[config.mk]
export PLATFORM = sky130hd
export DESIGN_NAME = dma_xfer_seq
export DESIGN_NICKNAME = d
export VERILOG_FILES = /design/src/rtl/dma_seq_pkg.sv /design/src/rtl/dma_seq_addr.sv /design/src/rtl/dma_seq_pacer.sv /design/src/rtl/dma_seq_words.sv /design/src/rtl/dma_xfer_seq.sv
export SDC_FILE = /design/constraint.sdc
export NUM_CORES = 1
export LEC_CHECK = 0
export BUFFER_PORTS_ARGS = -buffer_cell sky130_fd_sc_hd__buf_2
export CAP_MARGIN = 15
export CORE_MARGIN = 2
export CORE_UTILIZATION = 35
export CTS_BUF_LIST = sky130_fd_sc_hd__clkbuf_4 sky130_fd_sc_hd__clkbuf_8 sky130_fd_sc_hd__clkbuf_16
export DETAILED_ROUTE_END_ITERATION = 12
export PLACE_DENSITY = 0.58
export SLEW_MARGIN = 10
export SYNTH_ARGS = -nofsm -noshare
export SYNTH_HDL_FRONTEND = slang
export SYNTH_SLANG_ARGS = --single-unit
[constraint.sdc]
create_clock -name clk -period 5.8 [get_ports clk]
set_clock_uncertainty 0.1 [all_clocks]
set_input_delay 0.29 -clock clk [delete_from_list [all_inputs] [get_ports clk]]
set_output_delay 0.29 -clock clk [all_outputs]
set_load 0.03 [all_outputs]
[src/rtl/dma_seq_pkg.sv]
// Shared types for the DMA channel sequencer.
// Assumes byte addressing with a fixed 32-bit word.
package dma_seq_pkg;

    localparam int unsigned WORD_BYTES = 4;

    typedef enum logic [1:0] {
        STEP_INC  = 2'd0,
        STEP_DEC  = 2'd1,
        STEP_HOLD = 2'd2,
        STEP_NONE = 2'd3
    } step_mode_e;

    typedef enum logic [2:0] {
        S_IDLE = 3'd0,
        S_WAIT = 3'd1,
        S_GAP  = 3'd2,
        S_REQ  = 3'd3,
        S_XFER = 3'd4
    } seq_state_e;

endpackage

[src/rtl/dma_seq_addr.sv]
// Working address register for one side of the channel.
// Loads the base on arm, optionally restores it at each triggered burst,
// and steps by one word per transferred word according to the step mode.
// Assumes load, restart and step are never requested in the same cycle
// except load with restart, where the base wins either way.
module dma_seq_addr
    import dma_seq_pkg::*;
#(
    parameter int unsigned AW = 32
) (
    input  logic          clk,
    input  logic          rst_n,
    input  logic [AW-1:0] base,
    input  logic [1:0]    mode,
    input  logic          load,
    input  logic          reload,
    input  logic          restart,
    input  logic          step,
    output logic [AW-1:0] addr
);
    localparam logic [AW-1:0] STRIDE = AW'(WORD_BYTES);

    logic [AW-1:0] addr_q;

    // Address register: base on arm or reload, otherwise word stepping.
    always_ff @(posedge clk) begin
        if (!rst_n) begin
            addr_q <= '0;
        end else if (load || (restart && reload)) begin
            addr_q <= base;
        end else if (step) begin
            case (step_mode_e'(mode))
                STEP_INC: addr_q <= addr_q + STRIDE;
                STEP_DEC: addr_q <= addr_q - STRIDE;
                default:  addr_q <= addr_q;
            endcase
        end
    end

    assign addr = addr_q;

endmodule

[src/rtl/dma_seq_pacer.sv]
// Inter-block interval timer with a power-of-four prescaler.
// On start it captures the interval; while run is high it counts prescaled
// ticks and raises expire in the last cycle of interval * 4^prescale cycles.
// Assumes start is only issued with a nonzero interval.
module dma_seq_pacer #(
    parameter int unsigned IVL_W = 16,
    parameter int unsigned PRE_W = 2
) (
    input  logic             clk,
    input  logic             rst_n,
    input  logic             start,
    input  logic             run,
    input  logic [IVL_W-1:0] interval,
    input  logic [PRE_W-1:0] prescale,
    output logic             expire
);
    localparam int unsigned DIV_W = 2 * ((1 << PRE_W) - 1);

    logic [IVL_W-1:0] cnt_q;
    logic [DIV_W-1:0] pre_q;
    logic [DIV_W-1:0] div_m1;
    logic             tick;

    // Terminal prescaler value: 4^prescale - 1 as a run of ones.
    always_comb begin
        for (int i = 0; i < DIV_W; i++) begin
            div_m1[i] = (i < 2 * int'(prescale));
        end
    end

    assign tick   = run && (pre_q == div_m1);
    assign expire = run && ((tick && cnt_q == IVL_W'(1)) || cnt_q == '0);

    // Prescaler and interval counter.
    always_ff @(posedge clk) begin
        if (!rst_n) begin
            cnt_q <= '0;
            pre_q <= '0;
        end else if (start) begin
            cnt_q <= interval;
            pre_q <= '0;
        end else if (run) begin
            pre_q <= tick ? '0 : pre_q + DIV_W'(1);
            if (tick && cnt_q != '0) begin
                cnt_q <= cnt_q - IVL_W'(1);
            end
        end
    end

endmodule

[src/rtl/dma_seq_words.sv]
// Word accounting: words left in the block, in the burst and in the total.
// The block count is loaded at each grant as the smallest of the block size,
// the burst remainder and (when tracked) the total remainder.
// Assumes burst and total amounts are nonzero.
module dma_seq_words #(
    parameter int unsigned BURST_W  = 24,
    parameter int unsigned TOTAL_W  = 28,
    parameter int unsigned BLKLOG_W = 4
) (
    input  logic                clk,
    input  logic                rst_n,
    input  logic                arm,
    input  logic                burst_load,
    input  logic                blk_load,
    input  logic                step,
    input  logic                track_total,
    input  logic [BURST_W-1:0]  burst_words,
    input  logic [TOTAL_W-1:0]  total_words,
    input  logic [BLKLOG_W-1:0] blk_log2,
    output logic                blk_last,
    output logic                burst_last,
    output logic                total_last
);
    localparam int unsigned CW = (TOTAL_W > BURST_W) ? TOTAL_W : BURST_W;

    logic [BURST_W-1:0] burst_left_q;
    logic [BURST_W-1:0] blk_left_q;
    logic [TOTAL_W-1:0] total_left_q;
    logic [CW-1:0]      blk_size;
    logic [CW-1:0]      blk_fit;

    // Size of the next block after clipping to what remains.
    always_comb begin
        blk_size = CW'(1) << blk_log2;
        blk_fit  = blk_size;
        if (CW'(burst_left_q) < blk_fit) blk_fit = CW'(burst_left_q);
        if (track_total && CW'(total_left_q) < blk_fit) blk_fit = CW'(total_left_q);
    end

    // Burst remainder counter.
    always_ff @(posedge clk) begin
        if (!rst_n)          burst_left_q <= '0;
        else if (burst_load) burst_left_q <= burst_words;
        else if (step)       burst_left_q <= burst_left_q - BURST_W'(1);
    end

    // Block remainder counter.
    always_ff @(posedge clk) begin
        if (!rst_n)        blk_left_q <= '0;
        else if (blk_load) blk_left_q <= BURST_W'(blk_fit);
        else if (step)     blk_left_q <= blk_left_q - BURST_W'(1);
    end

    // Total remainder counter, only decremented in one-shot mode.
    always_ff @(posedge clk) begin
        if (!rst_n)                   total_left_q <= '0;
        else if (arm)                 total_left_q <= total_words;
        else if (step && track_total) total_left_q <= total_left_q - TOTAL_W'(1);
    end

    assign blk_last   = (blk_left_q == BURST_W'(1));
    assign burst_last = (burst_left_q == BURST_W'(1));
    assign total_last = track_total && (total_left_q == TOTAL_W'(1));

endmodule

[src/rtl/dma_xfer_seq.sv]
// DMA channel transfer sequencer (top).
// Arms on a rising enable, runs bursts immediately or per start event,
// requests the bus per block, strobes one word per cycle once granted,
// paces blocks with the interval timer and raises a completion interrupt.
// Assumes configuration is stable while armed, except enable.
module dma_xfer_seq
    import dma_seq_pkg::*;
#(
    parameter int unsigned AW       = 32,
    parameter int unsigned BURST_W  = 24,
    parameter int unsigned TOTAL_W  = 28,
    parameter int unsigned IVL_W    = 16,
    parameter int unsigned PRE_W    = 2,
    parameter int unsigned BLKLOG_W = 4
) (
    input  logic                clk,
    input  logic                rst_n,
    input  logic                cfg_enable,
    input  logic                cfg_immediate,
    input  logic                cfg_repeat,
    input  logic                cfg_irq_en,
    input  logic [AW-1:0]       cfg_src_base,
    input  logic [AW-1:0]       cfg_dst_base,
    input  logic [1:0]          cfg_src_mode,
    input  logic [1:0]          cfg_dst_mode,
    input  logic                cfg_src_reload,
    input  logic                cfg_dst_reload,
    input  logic [BLKLOG_W-1:0] cfg_blk_log2,
    input  logic [IVL_W-1:0]    cfg_interval,
    input  logic [PRE_W-1:0]    cfg_prescale,
    input  logic [BURST_W-1:0]  cfg_burst_words,
    input  logic [TOTAL_W-1:0]  cfg_total_words,
    input  logic                start_evt,
    input  logic                bus_grant,
    output logic                bus_req,
    output logic [AW-1:0]       rd_addr,
    output logic [AW-1:0]       wr_addr,
    output logic                fill_sel,
    output logic                word_stb,
    output logic                busy,
    output logic                irq
);
    seq_state_e state_q, state_d;
    logic en_q, imm_q, rep_q, irq_q;
    logic arm, trig, burst_go, grant_take, in_xfer;
    logic blk_last, burst_last, total_last, end_burst;
    logic gap_start, gap_expire, irq_fire, finish;

    assign arm        = (state_q == S_IDLE) && cfg_enable && !en_q;
    assign trig       = (state_q == S_WAIT) && cfg_enable && start_evt;
    assign burst_go   = trig || (arm && cfg_immediate);
    assign grant_take = (state_q == S_REQ) && cfg_enable && bus_grant;
    assign in_xfer    = (state_q == S_XFER);
    assign end_burst  = in_xfer && (burst_last || total_last);
    assign finish     = imm_q || (!rep_q && total_last);
    assign gap_start  = in_xfer && cfg_enable && blk_last && !end_burst
                        && (cfg_interval != '0);
    assign irq_fire   = end_burst && cfg_enable && cfg_irq_en
                        && (imm_q || rep_q || total_last);

    // Next-state logic for the channel sequencer.
    always_comb begin
        state_d = state_q;
        case (state_q)
            S_IDLE: if (arm) state_d = cfg_immediate ? S_REQ : S_WAIT;
            S_WAIT: if (trig) state_d = S_REQ;
            S_GAP:  if (gap_expire) state_d = S_REQ;
            S_REQ:  if (grant_take) state_d = S_XFER;
            S_XFER: begin
                if (end_burst)     state_d = finish ? S_IDLE : S_WAIT;
                else if (blk_last) state_d = (cfg_interval != '0) ? S_GAP : S_REQ;
            end
            default: state_d = S_IDLE;
        endcase
        if (state_q != S_IDLE && !cfg_enable) state_d = S_IDLE;
    end

    // State, enable edge history, latched mode and interrupt register.
    always_ff @(posedge clk) begin
        if (!rst_n) begin
            state_q <= S_IDLE;
            en_q    <= 1'b0;
            imm_q   <= 1'b0;
            rep_q   <= 1'b0;
            irq_q   <= 1'b0;
        end else begin
            state_q <= state_d;
            en_q    <= cfg_enable;
            irq_q   <= irq_fire;
            if (arm) begin
                imm_q <= cfg_immediate;
                rep_q <= cfg_repeat && !cfg_immediate;
            end
        end
    end

    dma_seq_addr #(.AW(AW)) u_src_addr (
        .clk     (clk),
        .rst_n   (rst_n),
        .base    (cfg_src_base),
        .mode    (cfg_src_mode),
        .load    (arm),
        .reload  (cfg_src_reload),
        .restart (trig),
        .step    (in_xfer),
        .addr    (rd_addr)
    );

    dma_seq_addr #(.AW(AW)) u_dst_addr (
        .clk     (clk),
        .rst_n   (rst_n),
        .base    (cfg_dst_base),
        .mode    (cfg_dst_mode),
        .load    (arm),
        .reload  (cfg_dst_reload),
        .restart (trig),
        .step    (in_xfer),
        .addr    (wr_addr)
    );

    dma_seq_pacer #(.IVL_W(IVL_W), .PRE_W(PRE_W)) u_pacer (
        .clk      (clk),
        .rst_n    (rst_n),
        .start    (gap_start),
        .run      (state_q == S_GAP),
        .interval (cfg_interval),
        .prescale (cfg_prescale),
        .expire   (gap_expire)
    );

    dma_seq_words #(.BURST_W(BURST_W), .TOTAL_W(TOTAL_W), .BLKLOG_W(BLKLOG_W)) u_words (
        .clk         (clk),
        .rst_n       (rst_n),
        .arm         (arm),
        .burst_load  (burst_go),
        .blk_load    (grant_take),
        .step        (in_xfer),
        .track_total (!imm_q && !rep_q),
        .burst_words (cfg_burst_words),
        .total_words (cfg_total_words),
        .blk_log2    (cfg_blk_log2),
        .blk_last    (blk_last),
        .burst_last  (burst_last),
        .total_last  (total_last)
    );

    assign bus_req  = (state_q == S_REQ) || in_xfer;
    assign word_stb = in_xfer;
    assign fill_sel = in_xfer && (step_mode_e'(cfg_src_mode) == STEP_NONE);
    assign busy     = (state_q != S_IDLE);
    assign irq      = irq_q;

endmodule

# Word-level counts from Yosys, hierarchy flattened
# Index checks and enable logic that the tools add are counted.
# totals
regBits,169
input_bits,152
output_inout_bits,69
elab_cells,142
# classes
add_sub_neg,9
magnitude_cmp,8
n_eq_ne,17
n_shift,1
n_mux,28
bitwise,1
n_reduce_logical,66
# op_table
op,count
two-way mux 32 bit,4
one-hot mux 32 bit (2 select lines),2
two-way mux 24 bit,5
two-way mux 28 bit,3
"adder 32 x 3 -> 32 bit, second input constant",2
"subtractor 32 x 3 -> 32 bit, second input constant",2
"== test 24 x 1 -> 1 bit, second input constant",2
two-way mux 16 bit,3
"subtractor 24 x 1 -> 24 bit, second input constant",2
nonzero test 16 bit,2
logical AND 1 bit,29
"== test 28 x 1 -> 1 bit, second input constant",1
less-than comparator 24 x 28 -> 1 bit,1
less-than comparator 28 bit,1
"left shift 1 x 4 -> 28 bit, first input constant",1
"subtractor 28 x 1 -> 28 bit, second input constant",1
two-way mux 3 bit,6
"== test 16 x 1 -> 1 bit, second input constant",1
logical NOT 16 bit,1
"subtractor 16 x 1 -> 16 bit, second input constant",1
one-hot mux 3 bit (5 select lines),1
nonzero test 2 bit,7
logical OR 1 bit,9
nonzero test 3 bit,3
other kinds (22),40

# Longest topological paths before layout
# Gate-level depths: netlist of the first run.
# logic_depth
ltp_word,10
ltp_mapped,24
ltp_nobuf,20

# Cells and area by module
# Synthesis of the first run repeated with hierarchy kept, for this count alone.
# hier_totals
cells_unflattened,1785
area_unflattened_um2,13515.5
# by_module_without_submodules
module,n_inst,cells_per_inst,area_per_inst_um2,seq_area_each_um2
dma_seq_addr,2,424,3005.4,640.6
dma_seq_words,1,707,5555.3,1521.5
dma_seq_pacer,1,168,1410.1,440.4
dma_xfer_seq,1,62,539.3,140.1

# Worst setup path after synthesis of the first run
# OpenSTA, ideal clock, no wires.
# synth_timing
kind,input-to-reg
from,in cfg_blk_log2[2]
to,reg u_words.blk_left_q[14]
setup_ns,0.118
arrival_ns,4.031
t_required_ns,5.582
slack_ns,1.551
cell_stages,24
path_buffers,4
cell_sequence,nor2b_1 -> nand3_1 -> ha_1 -> and4_1 -> a21oi_1 -> o211ai_1 -> nand4bb_1 -> o21ai_2 -> buf_4 -> buf_4 -> nand2_1 -> o21a_1 -> ha_1 -> a21o_1 -> a21o_1 -> a211oi_1 -> o21bai_1 -> a21o_1 -> nand4b_1 -> o21ai_2 -> buf_6 -> buf_4 -> nand2_1 -> o2111a_1
# synth_between
elab_chain_cells,7
# synth_lines
item,line,source
from (decl),dma_xfer_seq.sv:28,"input logic [BLKLOG_W-1:0] cfg_blk_log2,"
left shift 1 x 4 -> 28 bit *,dma_seq_words.sv:34,blk_size = CW'(1) << blk_log2;
less-than comparator 24 x 28 -> 1 bit,dma_seq_words.sv:36,if (CW'(burst_left_q) < blk_fit) blk_fit = CW'(burst_left_q);
two-way mux 28 bit *,dma_seq_words.sv:36,
less-than comparator 28 bit,dma_seq_words.sv:37,if (track_total && CW'(total_left_q) < blk_fit) blk_fit = CW'(total_left_q);
logical AND 1 bit,dma_seq_words.sv:37,
two-way mux 24 bit *,dma_seq_words.sv:37,
two-way mux 24 bit *,dma_seq_words.sv:50,else if (blk_load) blk_left_q <= BURST_W'(blk_fit);
to (signal assigned),dma_seq_words.sv:50,
to (signal assigned),dma_seq_words.sv:51,else if (step) blk_left_q <= blk_left_q - BURST_W'(1);
to (decl),dma_seq_words.sv:27,logic [BURST_W-1:0] blk_left_q;
# Every way passes the cells marked *; elsewhere a longest branch is shown, timed or not.
# A chain may end at the register's enable or synchronous reset.

# Worst setup path in the final report of the first run
# layout_timing
from,reg u_words.burst_left_q[16]
to,reg u_words.blk_left_q[16]
# layout_between
elab_chain_cells,6
# layout_lines
item,line,source
from (decl),dma_seq_words.sv:26,logic [BURST_W-1:0] burst_left_q;
from (signal assigned),dma_seq_words.sv:43,else if (burst_load) burst_left_q <= burst_words;
from (signal assigned),dma_seq_words.sv:44,else if (step) burst_left_q <= burst_left_q - BURST_W'(1);
less-than comparator 24 x 28 -> 1 bit,dma_seq_words.sv:36,
two-way mux 28 bit *,dma_seq_words.sv:36,
less-than comparator 28 bit,dma_seq_words.sv:37,
logical AND 1 bit,dma_seq_words.sv:37,
two-way mux 24 bit *,dma_seq_words.sv:37,
two-way mux 24 bit *,dma_seq_words.sv:50,
# Marks and branches as above.

==> impl_metrics.env, run 1 <==
export IMPL_power_uw=6940
export IMPL_drcViolationCount=0
export IMPL_synthMuxAreaShare_pct=0.8360
export IMPL_antenna_left=0
export IMPL_hp_class="in -> reg"
export IMPL_clock_root_buffer="clkbuf_16"
export IMPL_grt_pass1_wl_um=63620
export IMPL_synthToLayoutAreaGrowth_pct=20.10
export IMPL_via_per_inst=5.652
export IMPL_rr_worst_depth=18
export IMPL_coreArea_mm2=0.03471
export IMPL_setup_violations=0
export IMPL_vias=12960
export IMPL_synth_flop_cell="dfxtp_1"
export IMPL_power_density_mw_per_mm2=465.2
export IMPL_fin_crit_ps=5097
export IMPL_worstPathArrival_ps=5370
export IMPL_synth_cell_type_count=82
export IMPL_fp_dieH_um=192.4
export IMPL_yosysWarnings=0
export IMPL_synth_top_family_by_area="compound AO/OA/AOI/OAI gates"
export IMPL_finalMaxSlewViolations=0
export IMPL_fin_tns_setup_ps=0
export IMPL_nets=2082
export IMPL_start_util_pct=35.78
export IMPL_io_buffers=220
export IMPL_cts_max_level=4
export IMPL_status="completed"
export IMPL_async_reset_ff_share_pct=0
export IMPL_clock_path_buffers=2
export IMPL_grt_max_degree=68
export IMPL_endpoint_kind="flip-flop"
export IMPL_regToRegEndpoint="u_words.blk_left_q[16]$_SDFFE_PN0P_"
export IMPL_synth_compound_area_share_pct=26.54
export IMPL_syn_area_mm2=0.01242
export IMPL_synthXorXnorAreaFrac_pct=6.487
export IMPL_layout_commonest_cell="buf_2"
export IMPL_critPathRequiredTime_ps=6070
export IMPL_timing_hold_ws_ps=20.85
export IMPL_ys_seq_elements=169
export IMPL_antenna_found_initial=1
export IMPL_crit_type="reg -> reg"
export IMPL_synthSimpleGateAreaFrac_pct=24.64
export IMPL_place_area_mm2=0.01396
export IMPL_place_gp_congestion=0.8983
export IMPL_grt_setup_unrepaired="false"
export IMPL_cts_num_sinks=169
export IMPL_numCtsBuffers=17
export IMPL_crit_start="u_words.burst_left_q[16]$_SDFFE_PN0P_"
export IMPL_synth_area_per_cell_um2=7.769
export IMPL_clkTransAtPathRegs_ps=70
export IMPL_peakVddDrop_mv=0.2544
export IMPL_slew_limit_headroom_pct=33.88
export IMPL_synth_edff_count=0
export IMPL_max_freq_mhz=196.2
export IMPL_wirelength_um=39910
export IMPL_drv_cap=0
export IMPL_startpoint_type="flip-flop"
export IMPL_leakagePower_uw=0.006207
export IMPL_worst_pin_slew_ps=991.9
export IMPL_fin_crit_sh_pct=87.88
export IMPL_r2r_start="u_words.burst_left_q[16]$_SDFFE_PN0P_"
export IMPL_die_area_mm2=0.03701
export IMPL_post_drt_wl_per_cell_um=17.41
export IMPL_diodes=0
export IMPL_critPathCapture="u_words.blk_left_q[16]$_SDFFE_PN0P_"
export IMPL_dp_hpwl_um=29420
export IMPL_finalInstanceArea_mm2=0.01492
export IMPL_cts_tree="built"
export IMPL_crit_fanout=17
export IMPL_postSynthCellCount=1599
export IMPL_grt_usage_pct=21.61
export IMPL_insertion_delay_ps=460
export IMPL_regToRegSetupSlack_ps=700
export IMPL_dr_pass1_iters=5
export IMPL_post_route_util_pct=42.98
export IMPL_grt_overflow=0
export IMPL_hold_viol=0
export IMPL_layout_cells_most_common_list="buf_2, nand2_1, dfxtp_1"
export IMPL_post_cts_setup_buffer_count=0
export IMPL_drtIter0Drc=656
export IMPL_synth_seq_area_share_pct=27.24
export IMPL_drive_gt1_share_pct=16.27
export IMPL_row_count=68
export IMPL_grt_pass1_vias=12322
export IMPL_pin_count=221
export IMPL_synth_fa_ha_area_share_pct=10.70
export IMPL_die_x_um=192.4
export IMPL_nFillCells=3576
==> state kept, by name, indices dropped and copies added, names as in the netlist, 3 cells and up <==
| name | count |
|---|---|
| state_q | 3 |
| u_pacer.cnt_q | 16 |
| u_pacer.pre_q | 6 |
| u_words.burst_left_q | 24 |
| u_src_addr.addr | 32 |
| u_words.total_left_q | 28 |
| u_dst_addr.addr | 32 |
| u_words.blk_left_q | 24 |
==> worst max-delay path, stage by stage, from the launching register on <==
cell and delay, ps:
dfxtp_1 360, or4_4 590, nor2_2 220, o211ai_1 140, nand4bb_1 230, o21ai_2 520, nand2_1 110, o21a_1 160
ha_1 300, a21o_1 170, a21o_1 170, a211oi_1 400, o21bai_1 110, a21o_1 180, nand4b_1 220, o21ai_2 460
buf_4 270, a21oi_1 80, a211oi_1 220
==> stage by stage <==
stage / setup WS [ps] / cells
3_3_place_gp: 594.4 / 2226
6_report: 702.9 / 2293
5_1_grt: 435.7 / 2293
3_5_place_dp: 479.2 / 2226
4_1_cts: 765.5 / 2293
2_1_floorplan: 1551 / 1606
==> power breakdown <==
group | switching [uW] | internal (uW)
combinational | 2270 | 1470
clock | 539 | 680
sequential | 462 | 1510
total | 3280 | 3660
==> cells in the mapped netlist, drive strengths merged (4+ instances only) <==
library cell  count  area share, %
buf              14           0.76
or2               4           0.20
clkbuf           60            1.8
o2111ai           5           0.35
o221ai            4           0.28
a221oi           14           0.99
nor2            151            4.6
dfxtp           169             27
ha              103             10
o21bai            8           0.48
nor4             30            1.7
xor2             36            2.5
and3             12           0.60
nor2b            19           0.96
inv              31           0.94
nand2           175            5.3
a21o             32            1.9
a22oi            29            1.8
and2             10           0.50
nand3b            7           0.42
o21ai            81            3.3
o211ai           18            1.1
nand3            46            1.9
or4              11           0.73
nand4            38            1.9
nor3b            11           0.71
o22ai             7           0.35
mux2i             7           0.56
and4              4           0.28
o31ai             7           0.42
a21oi           151            6.1
xnor2            56            3.9
a211oi           44            2.7
nand2b           15           0.76
a21boi            4           0.24
or3              19           0.96
nor3             44            1.9
a311oi           17            1.2
o21a             22            1.3
a31oi            18           0.91
nand4b            4           0.28
o311ai           20            1.4
==> kinds of logic after synthesis <==
| kind of cell | count (synthesis) |
|---|---|
| AOI/OAI and AO/OA | 505 |
| xor gates and xnor gates | 92 |
| adders and majority gates | 105 |
| buffers and inverters | 106 |
| DFF | 169 |
| muxes | 10 |
| other | 1 |
| and+or+nand+nor | 611 |
==> cell type report <==
cell class / count / area (um^2) / share of cell area, %
Tap cell: 455 / 569.3 / 3.816
Clock buffer: 21 / 474.2 / 3.179
Inverter: 32 / 122.6 / 0.8219
Sequential cell: 169 / 3383 / 22.68
Clock inverter: 11 / 135.1 / 0.9058
Timing Repair Buffer: 274 / 1594 / 10.69
Multi-Input combinational cell: 1331 / 8640 / 57.91
==> worst min-delay path by stage <==
stage / from / endpoint / slack [ps] / depth (start not counted)
after global placement: u_dst_addr.addr[1]$_SDFFE_PN0P_ / u_dst_addr.addr[1]$_SDFFE_PN0P_ / 330 / 2
final: cfg_dst_base[28] / u_dst_addr.addr[28]$_SDFFE_PN0P_ / 20 / 3
after floorplan: cfg_irq_en / irq$_SDFF_PN0_ / 320 / 2
after detailed placement: u_dst_addr.addr[1]$_SDFFE_PN0P_ / u_dst_addr.addr[1]$_SDFFE_PN0P_ / 350 / 2
after CTS: cfg_total_words[10] / u_words.total_left_q[10]$_SDFFE_PN0P_ / 0.6 / 3
after global routing: cfg_total_words[9] / u_words.total_left_q[9]$_SDFFE_PN0P_ / 10 / 3
==> layer usage <==
| layer | global-route usage [%] | wire length (um) | vias to the layer above |
|---|---|---|---|
| met4 | 6.107 | 707 | 2 |
| met3 | 4.528 | 2258 | 50 |
| met5 | 0 | 11 | - |
| met2 | 34.49 | 17870 | 324 |
| li1 | - | - | 6457 |
| met1 | 29.34 | 19070 | 6127 |
==> what timing repair did <==
item / 4_1_cts / 5_1_grt
endpoints found under the hold margin: 35 / 0
resized for setup: 0 / 0
hold buffers: 35 / 0
(Power assumes the default switching activity.)
==> run 2, diff against run 1 <==
Settings changed: CTS_BUF_LIST sky130_fd_sc_hd__clkbuf_4 sky130_fd_sc_hd__clkbuf_8 sky130_fd_sc_hd__clkbuf_16 to sky130_fd_sc_hd__clkbuf_4 sky130_fd_sc_hd__clkbuf_8.
==> run 2 against run 1 <==
Against the previous run: sequential power about the same; die area unchanged; flip-flop and latch count unchanged; register-to-register slack better by 30 ps.
==> impl_metrics.env, run 2 (synthesized netlist as in run 1, its figures left out) <==
export IMPL_status="completed"
export IMPL_antenna_left=0
export IMPL_drtIter0Drc=627
export IMPL_grt_pass1_wl_um=64270
export IMPL_drcViolationCount=0
export IMPL_pin_count=221
export IMPL_post_cts_resize_count=0
export IMPL_leakagePower_uw=0.006435
export IMPL_switching_share_pct=48.58
export IMPL_dp_hpwl_um=29420
export IMPL_slew_limit_headroom_pct=33.42
export IMPL_dr_wl_met2_um=18290
export IMPL_place_gp_congestion=0.8983
export IMPL_cts_num_sinks=169
export IMPL_timing_hold_ws_ps=30.75
export IMPL_drv_cap=0
export IMPL_setup_violations=0
export IMPL_worstPathArrival_ps=5390
export IMPL_die_x_um=192.4
export IMPL_switching_power_uw=3254
export IMPL_post_cts_setup_buffer_count=0
export IMPL_fin_crit_sh_pct=87.40
export IMPL_dr_pass1_iters=5
export IMPL_layout_commonest_cell="buf_2"
export IMPL_antenna_found_initial=2
export IMPL_start_util_pct=35.78
export IMPL_seqPwrFrac_pct=29.5
export IMPL_fin_crit_ps=5069
export IMPL_critPathRequiredTime_ps=6120
export IMPL_post_drt_wl_per_cell_um=17.12
export IMPL_clock_path_buffers=2
export IMPL_startpoint_type="flip-flop"
export IMPL_peakVddDrop_mv=0.2013
export IMPL_grt_setup_unrepaired="false"
export IMPL_clkTransAtPathRegs_ps=110
export IMPL_hp_class="in -> reg"
export IMPL_vias=13244
export IMPL_synthToLayoutAreaGrowth_pct=24.62
export IMPL_row_count=68
export IMPL_fin_tns_setup_ps=0
export IMPL_coreArea_mm2=0.03471
export IMPL_crit_type="reg -> reg"
export IMPL_grt_max_degree=68
export IMPL_nets=2157
export IMPL_io_buffers=220
export IMPL_power_density_mw_per_mm2=432.7
export IMPL_finalMaxSlewViolations=0
export IMPL_grt_overflow=0
export IMPL_layout_cells_most_common_list="buf_2, nand2_1, dfxtp_1"
export IMPL_wirelength_um=40560
export IMPL_endpoint_kind="flip-flop"
export IMPL_numCtsBuffers=17
export IMPL_cts_tree="built"
export IMPL_max_freq_mhz=197.3
export IMPL_share_comb_of_total_power_pct=56.6
export IMPL_die_area_mm2=0.03701
export IMPL_clock_root_buffer="clkbuf_8"
export IMPL_worst_pin_slew_ps=998.7
export IMPL_pwr_share_clk_pct=13.9
export IMPL_p_int_uw=3445
export IMPL_dr_wl_met3_um=2156
export IMPL_insertion_delay_ps=500
export IMPL_highest_layer="met5"
export IMPL_hold_viol=0
export IMPL_m1WireLength_um=19250
export IMPL_fp_dieH_um=192.4
export IMPL_cts_max_level=4
export IMPL_grt_pass1_vias=12561
export IMPL_grt_usage_pct=21.74
export IMPL_via_per_inst=5.591
export IMPL_drive_gt1_share_pct=15.63
export IMPL_crit_fanout=17
run 2: changes by cell type in the layout (fill, tap and decap cells not counted), sizes merged:
| cell | delta |
|---|---|
| dlygate4sd3 | +75 |
| diode | +1 |
run 2: power groups by stage:
stage / logic (uW) / registers (uW) / clock network (uW)
after floorplan: 2670 / 2080 / 0
after global placement: 3670 / 1980 / 0
after detailed placement: 3700 / 1980 / 0
after CTS: 3780 / 1960 / 962
after global routing: 4230 / 2030 / 1000
final: 3790 / 1970 / 933
run 2: final timing paths:
kind	from	to	slack (ps)	depth (start not counted)
max reg2reg	u_words.burst_left_q[16]$_SDFFE_PN0P_	u_words.blk_left_q[16]$_SDFFE_PN0P_	730	18
min	cfg_burst_words[21]	u_words.burst_left_q[21]$_SDFFE_PN0P_	30	3
max	u_words.burst_left_q[16]$_SDFFE_PN0P_	u_words.blk_left_q[16]$_SDFFE_PN0P_	730	18
min reg2reg	u_dst_addr.addr[1]$_SDFFE_PN0P_	u_dst_addr.addr[1]$_SDFFE_PN0P_	360	2
run 2: cell type report:
| class | instances | area, um^2 |
|---|---|---|
| fillers | 3507 | 19230 |
| multi-input cells | 1331 | 8640 |
| flip-flops and latches | 169 | 3383 |
| repair buffers | 349 | 2345 |
| well taps | 455 | 569.3 |
| clock buffers | 21 | 282.8 |
| clock inverters | 11 | 135.1 |
| inverters | 32 | 122.6 |
| diodes | 1 | 2.502 |
run 2: routing by layer:
metal / vias up / GRT usage (%)
met3: 46 / 3.419
met1: 6227 / 29.51
met4: 2 / 6.988
met2: 361 / 35.17
met5: - / 0
li1: 6608 / -
run 2: repair_timing:
| item | CTS | global route |
|---|---|---|
| setup endpoints to repair | 0 | 0 |
| hold buffers | 110 | 0 |
| hold endpoints to repair | 109 | 0 |
run 2: worst max-delay path, cell delays in order, from the launching register on:
cell       delay (ps)
dfxtp_1           380
or4_4             590
nor2_2            230
o211ai_1          150
nand4bb_1         230
o21ai_2           520
nand2_1           110
o21a_1            160
ha_1              300
a21o_1            170
a21o_1            170
a211oi_1          360
o21bai_1          100
a21o_1            180
nand4b_1          220
o21ai_2           470
buf_4             270
a21oi_1            80
a211oi_1          220
run 2: metrics by stage:
step	setup slack, ps	std cells	power [uW]	instance area (um^2)	util [%]
after CTS	808.3	2368	6705	15480	44.59
after detailed placement	479.2	2226	5686	13960	40.21
after global placement	594.4	2226	5650	13960	40.21
final	731.0	2369	6699	15480	44.59
after global routing	442.3	2369	7262	15480	44.59
after floorplan	1551	1606	4746	12450	-
==> run 3, diff against run 2 <==
Settings changed: CORE_MARGIN 2 to 3, TNS_END_PERCENT set to 5.
==> run 3 against run 2 <==
Against the previous run: sequential share of layout area is 0.096 points higher; first-iteration DRC count is 0.64% higher; clock power is 2.7% lower; critical endpoint is now u_words.blk_left_q[22]$_SDFFE_PN0P_; largest power group unchanged; highest routed layer unchanged.
==> impl_metrics.env, run 3 (synthesized netlist as in run 1, its figures left out) <==
export IMPL_post_drt_wl_per_cell_um=17.25
export IMPL_r2r_start="u_words.burst_left_q[16]$_SDFFE_PN0P_"
export IMPL_place_gp_congestion=0.9168
export IMPL_crit_slowest_cell="or4_4"
export IMPL_highest_layer="met5"
export IMPL_row_count=68
export IMPL_slew_limit_headroom_pct=23.86
export IMPL_hp_class="in -> reg"
export IMPL_power_density_mw_per_mm2=432.3
export IMPL_layout_cells_most_common_list="buf_2, nand2_1, dfxtp_1"
export IMPL_antenna_left=0
export IMPL_start_util_pct=35.70
export IMPL_finalMaxSlewViolations=0
export IMPL_post_cts_setup_buffer_count=0
export IMPL_worst_pin_slew_ps=1139
export IMPL_grt_pass1_wl_um=65010
export IMPL_synthToLayoutAreaGrowth_pct=24.07
export IMPL_peakVddDrop_mv=0.2187
export IMPL_hold_viol=0
export IMPL_grt_max_degree=66
export IMPL_drv_cap=0
export IMPL_cts_tree="built"
export IMPL_layout_commonest_cell="buf_2"
export IMPL_via_per_inst=5.594
export IMPL_status="completed"
export IMPL_leakagePower_uw=0.006410
export IMPL_clock_root_buffer="clkbuf_8"
export IMPL_postCtsHoldBufs=107
export IMPL_antenna_found_initial=2
export IMPL_worstPathArrival_ps=5080
export IMPL_insertion_delay_ps=500
export IMPL_critPathRequiredTime_ps=6110
export IMPL_coreArea_mm2=0.03480
export IMPL_drcViolationCount=0
export IMPL_dp_hpwl_um=29490
export IMPL_critPathCapture="u_words.blk_left_q[22]$_SDFFE_PN0P_"
export IMPL_dr_pass1_iters=5
export IMPL_max_freq_mhz=209.6
export IMPL_io_buffers=220
export IMPL_die_x_um=194.4
export IMPL_cts_max_level=4
export IMPL_fin_tns_setup_ps=0
export IMPL_endpoint_kind="flip-flop"
export IMPL_grt_overflow=0
export IMPL_fin_crit_ps=4770
export IMPL_die_area_mm2=0.03779
export IMPL_grt_setup_unrepaired="false"
export IMPL_crit_path_frequent_cell="a21o_1"
export IMPL_m1WireLength_um=19370
export IMPL_crit_type="reg -> reg"
export IMPL_startpoint_type="flip-flop"
export IMPL_numCtsBuffers=17
export IMPL_regToRegSetupSlack_ps=1030
export IMPL_timing_hold_ws_ps=30.09
export IMPL_post_cts_resize_count=0
export IMPL_drtIter0Drc=631
export IMPL_vias=13212
export IMPL_wirelength_um=40750
export IMPL_fp_dieH_um=194.4
export IMPL_drive_gt1_share_pct=15.48
export IMPL_pin_count=221
export IMPL_dr_wl_met3_um=2210
export IMPL_fin_crit_sh_pct=82.25
export IMPL_nets=2151
export IMPL_clock_path_buffers=2
export IMPL_clkTransAtPathRegs_ps=100
export IMPL_slowest_delay_ps=590
export IMPL_rr_worst_depth=18
export IMPL_grt_pass1_vias=12471
export IMPL_crit_start="u_words.burst_left_q[16]$_SDFFE_PN0P_"
export IMPL_dr_wl_met2_um=18550
export IMPL_cts_num_sinks=169
export IMPL_path_cells="or4_4, nor2_2, o211ai_1, nand4bb_1, o21ai_2, nand2_1, o21a_1, ha_1, a21o_1, a21o_1, a211oi_1, o21bai_1, a21o_1, nand4b_1, o21ai_2, buf_12, a21oi_1, a211oi_1"
export IMPL_nFillCells=3531
export IMPL_crit_fanout=28
export IMPL_regToRegEndpoint="u_words.blk_left_q[22]$_SDFFE_PN0P_"
export IMPL_grt_usage_pct=20.80
export IMPL_setup_violations=0
==> run 3: cell types whose count changed in the layout (fill, tap and decap cells not counted) <==
| cell | before | now |
|---|---|---|
| buf_4 | 19 | 15 |
| clkinv_2 | 0 | 3 |
| clkinvlp_4 | 5 | 2 |
| dlygate4sd3_1 | 110 | 107 |
| inv_6 | 2 | 5 |
| clkbuf_8 | 20 | 18 |
| buf_12 | 0 | 1 |
| clkbuf_4 | 1 | 0 |
| inv_8 | 1 | 0 |
==> run 3: critical path: cells and delay by family, from the launching register on <==
kind	cells	cell delay, ps
compound gates	11	2270
fa+ha+maj	1	300
buf+inv	1	250
flops	1	370
simple gates	5	1390
==> run 3: where the power goes <==
| part | leakage [uW] | internal [uW] | total [uW] | switching (uW) |
|---|---|---|---|---|
| Sequential | 0.00138 | 1510 | 1970 | 463 |
| Combinational | 0.00483 | 1500 | 3780 | 2280 |
| Clock | 0.000196 | 397 | 908 | 511 |
==> run 3: worst min-delay path by stage <==
stage	start	end	depth (start not counted)
floorplan	cfg_irq_en	irq$_SDFF_PN0_	2
global placement	u_dst_addr.addr[0]$_SDFFE_PN0P_	u_dst_addr.addr[0]$_SDFFE_PN0P_	2
detailed placement	u_dst_addr.addr[1]$_SDFFE_PN0P_	u_dst_addr.addr[1]$_SDFFE_PN0P_	2
CTS	cfg_burst_words[15]	u_words.burst_left_q[15]$_SDFFE_PN0P_	3
global route	cfg_src_base[5]	u_src_addr.addr[5]$_SDFFE_PN0P_	3
finish	cfg_burst_words[23]	u_words.burst_left_q[23]$_SDFFE_PN0P_	3
==> run 3: metal layers <==
metal / vias up / track usage [%]
met5: - / 0
met4: 2 / 4.734
met3: 42 / 3.588
met2: 369 / 33.83
met1: 6207 / 28.91
li1: 6592 / -
==> run 3: cell type report <==
| class | count | area [um^2] | area share [%] |
|---|---|---|---|
| flip-flops and latches | 169 | 3383 | 21.95 |
| diodes | 1 | 2.502 | 0.01624 |
| repair buffers | 343 | 2305 | 14.95 |
| clock buffers | 18 | 247.7 | 1.607 |
| multi-input cells | 1331 | 8640 | 56.06 |
| clock inverters | 13 | 142.6 | 0.9255 |
| inverters | 32 | 122.6 | 0.7956 |
| well taps | 455 | 569.3 | 3.694 |
==> run 3: stage by stage <==
step                      std cells  utilization, %  power, uW  instance area (um^2)  setup WS [ps]
after floorplan                1606               -       4746                 12450           1551
after global placement         2223           40.08       5650                 13950          919.5
after detailed placement       2223           40.08       5683                 13950          799.3
after CTS                      2361           44.28       6672                 15410           1098
after global routing           2362           44.29       7218                 15410          684.7
final                          2362           44.29       6663                 15410           1030
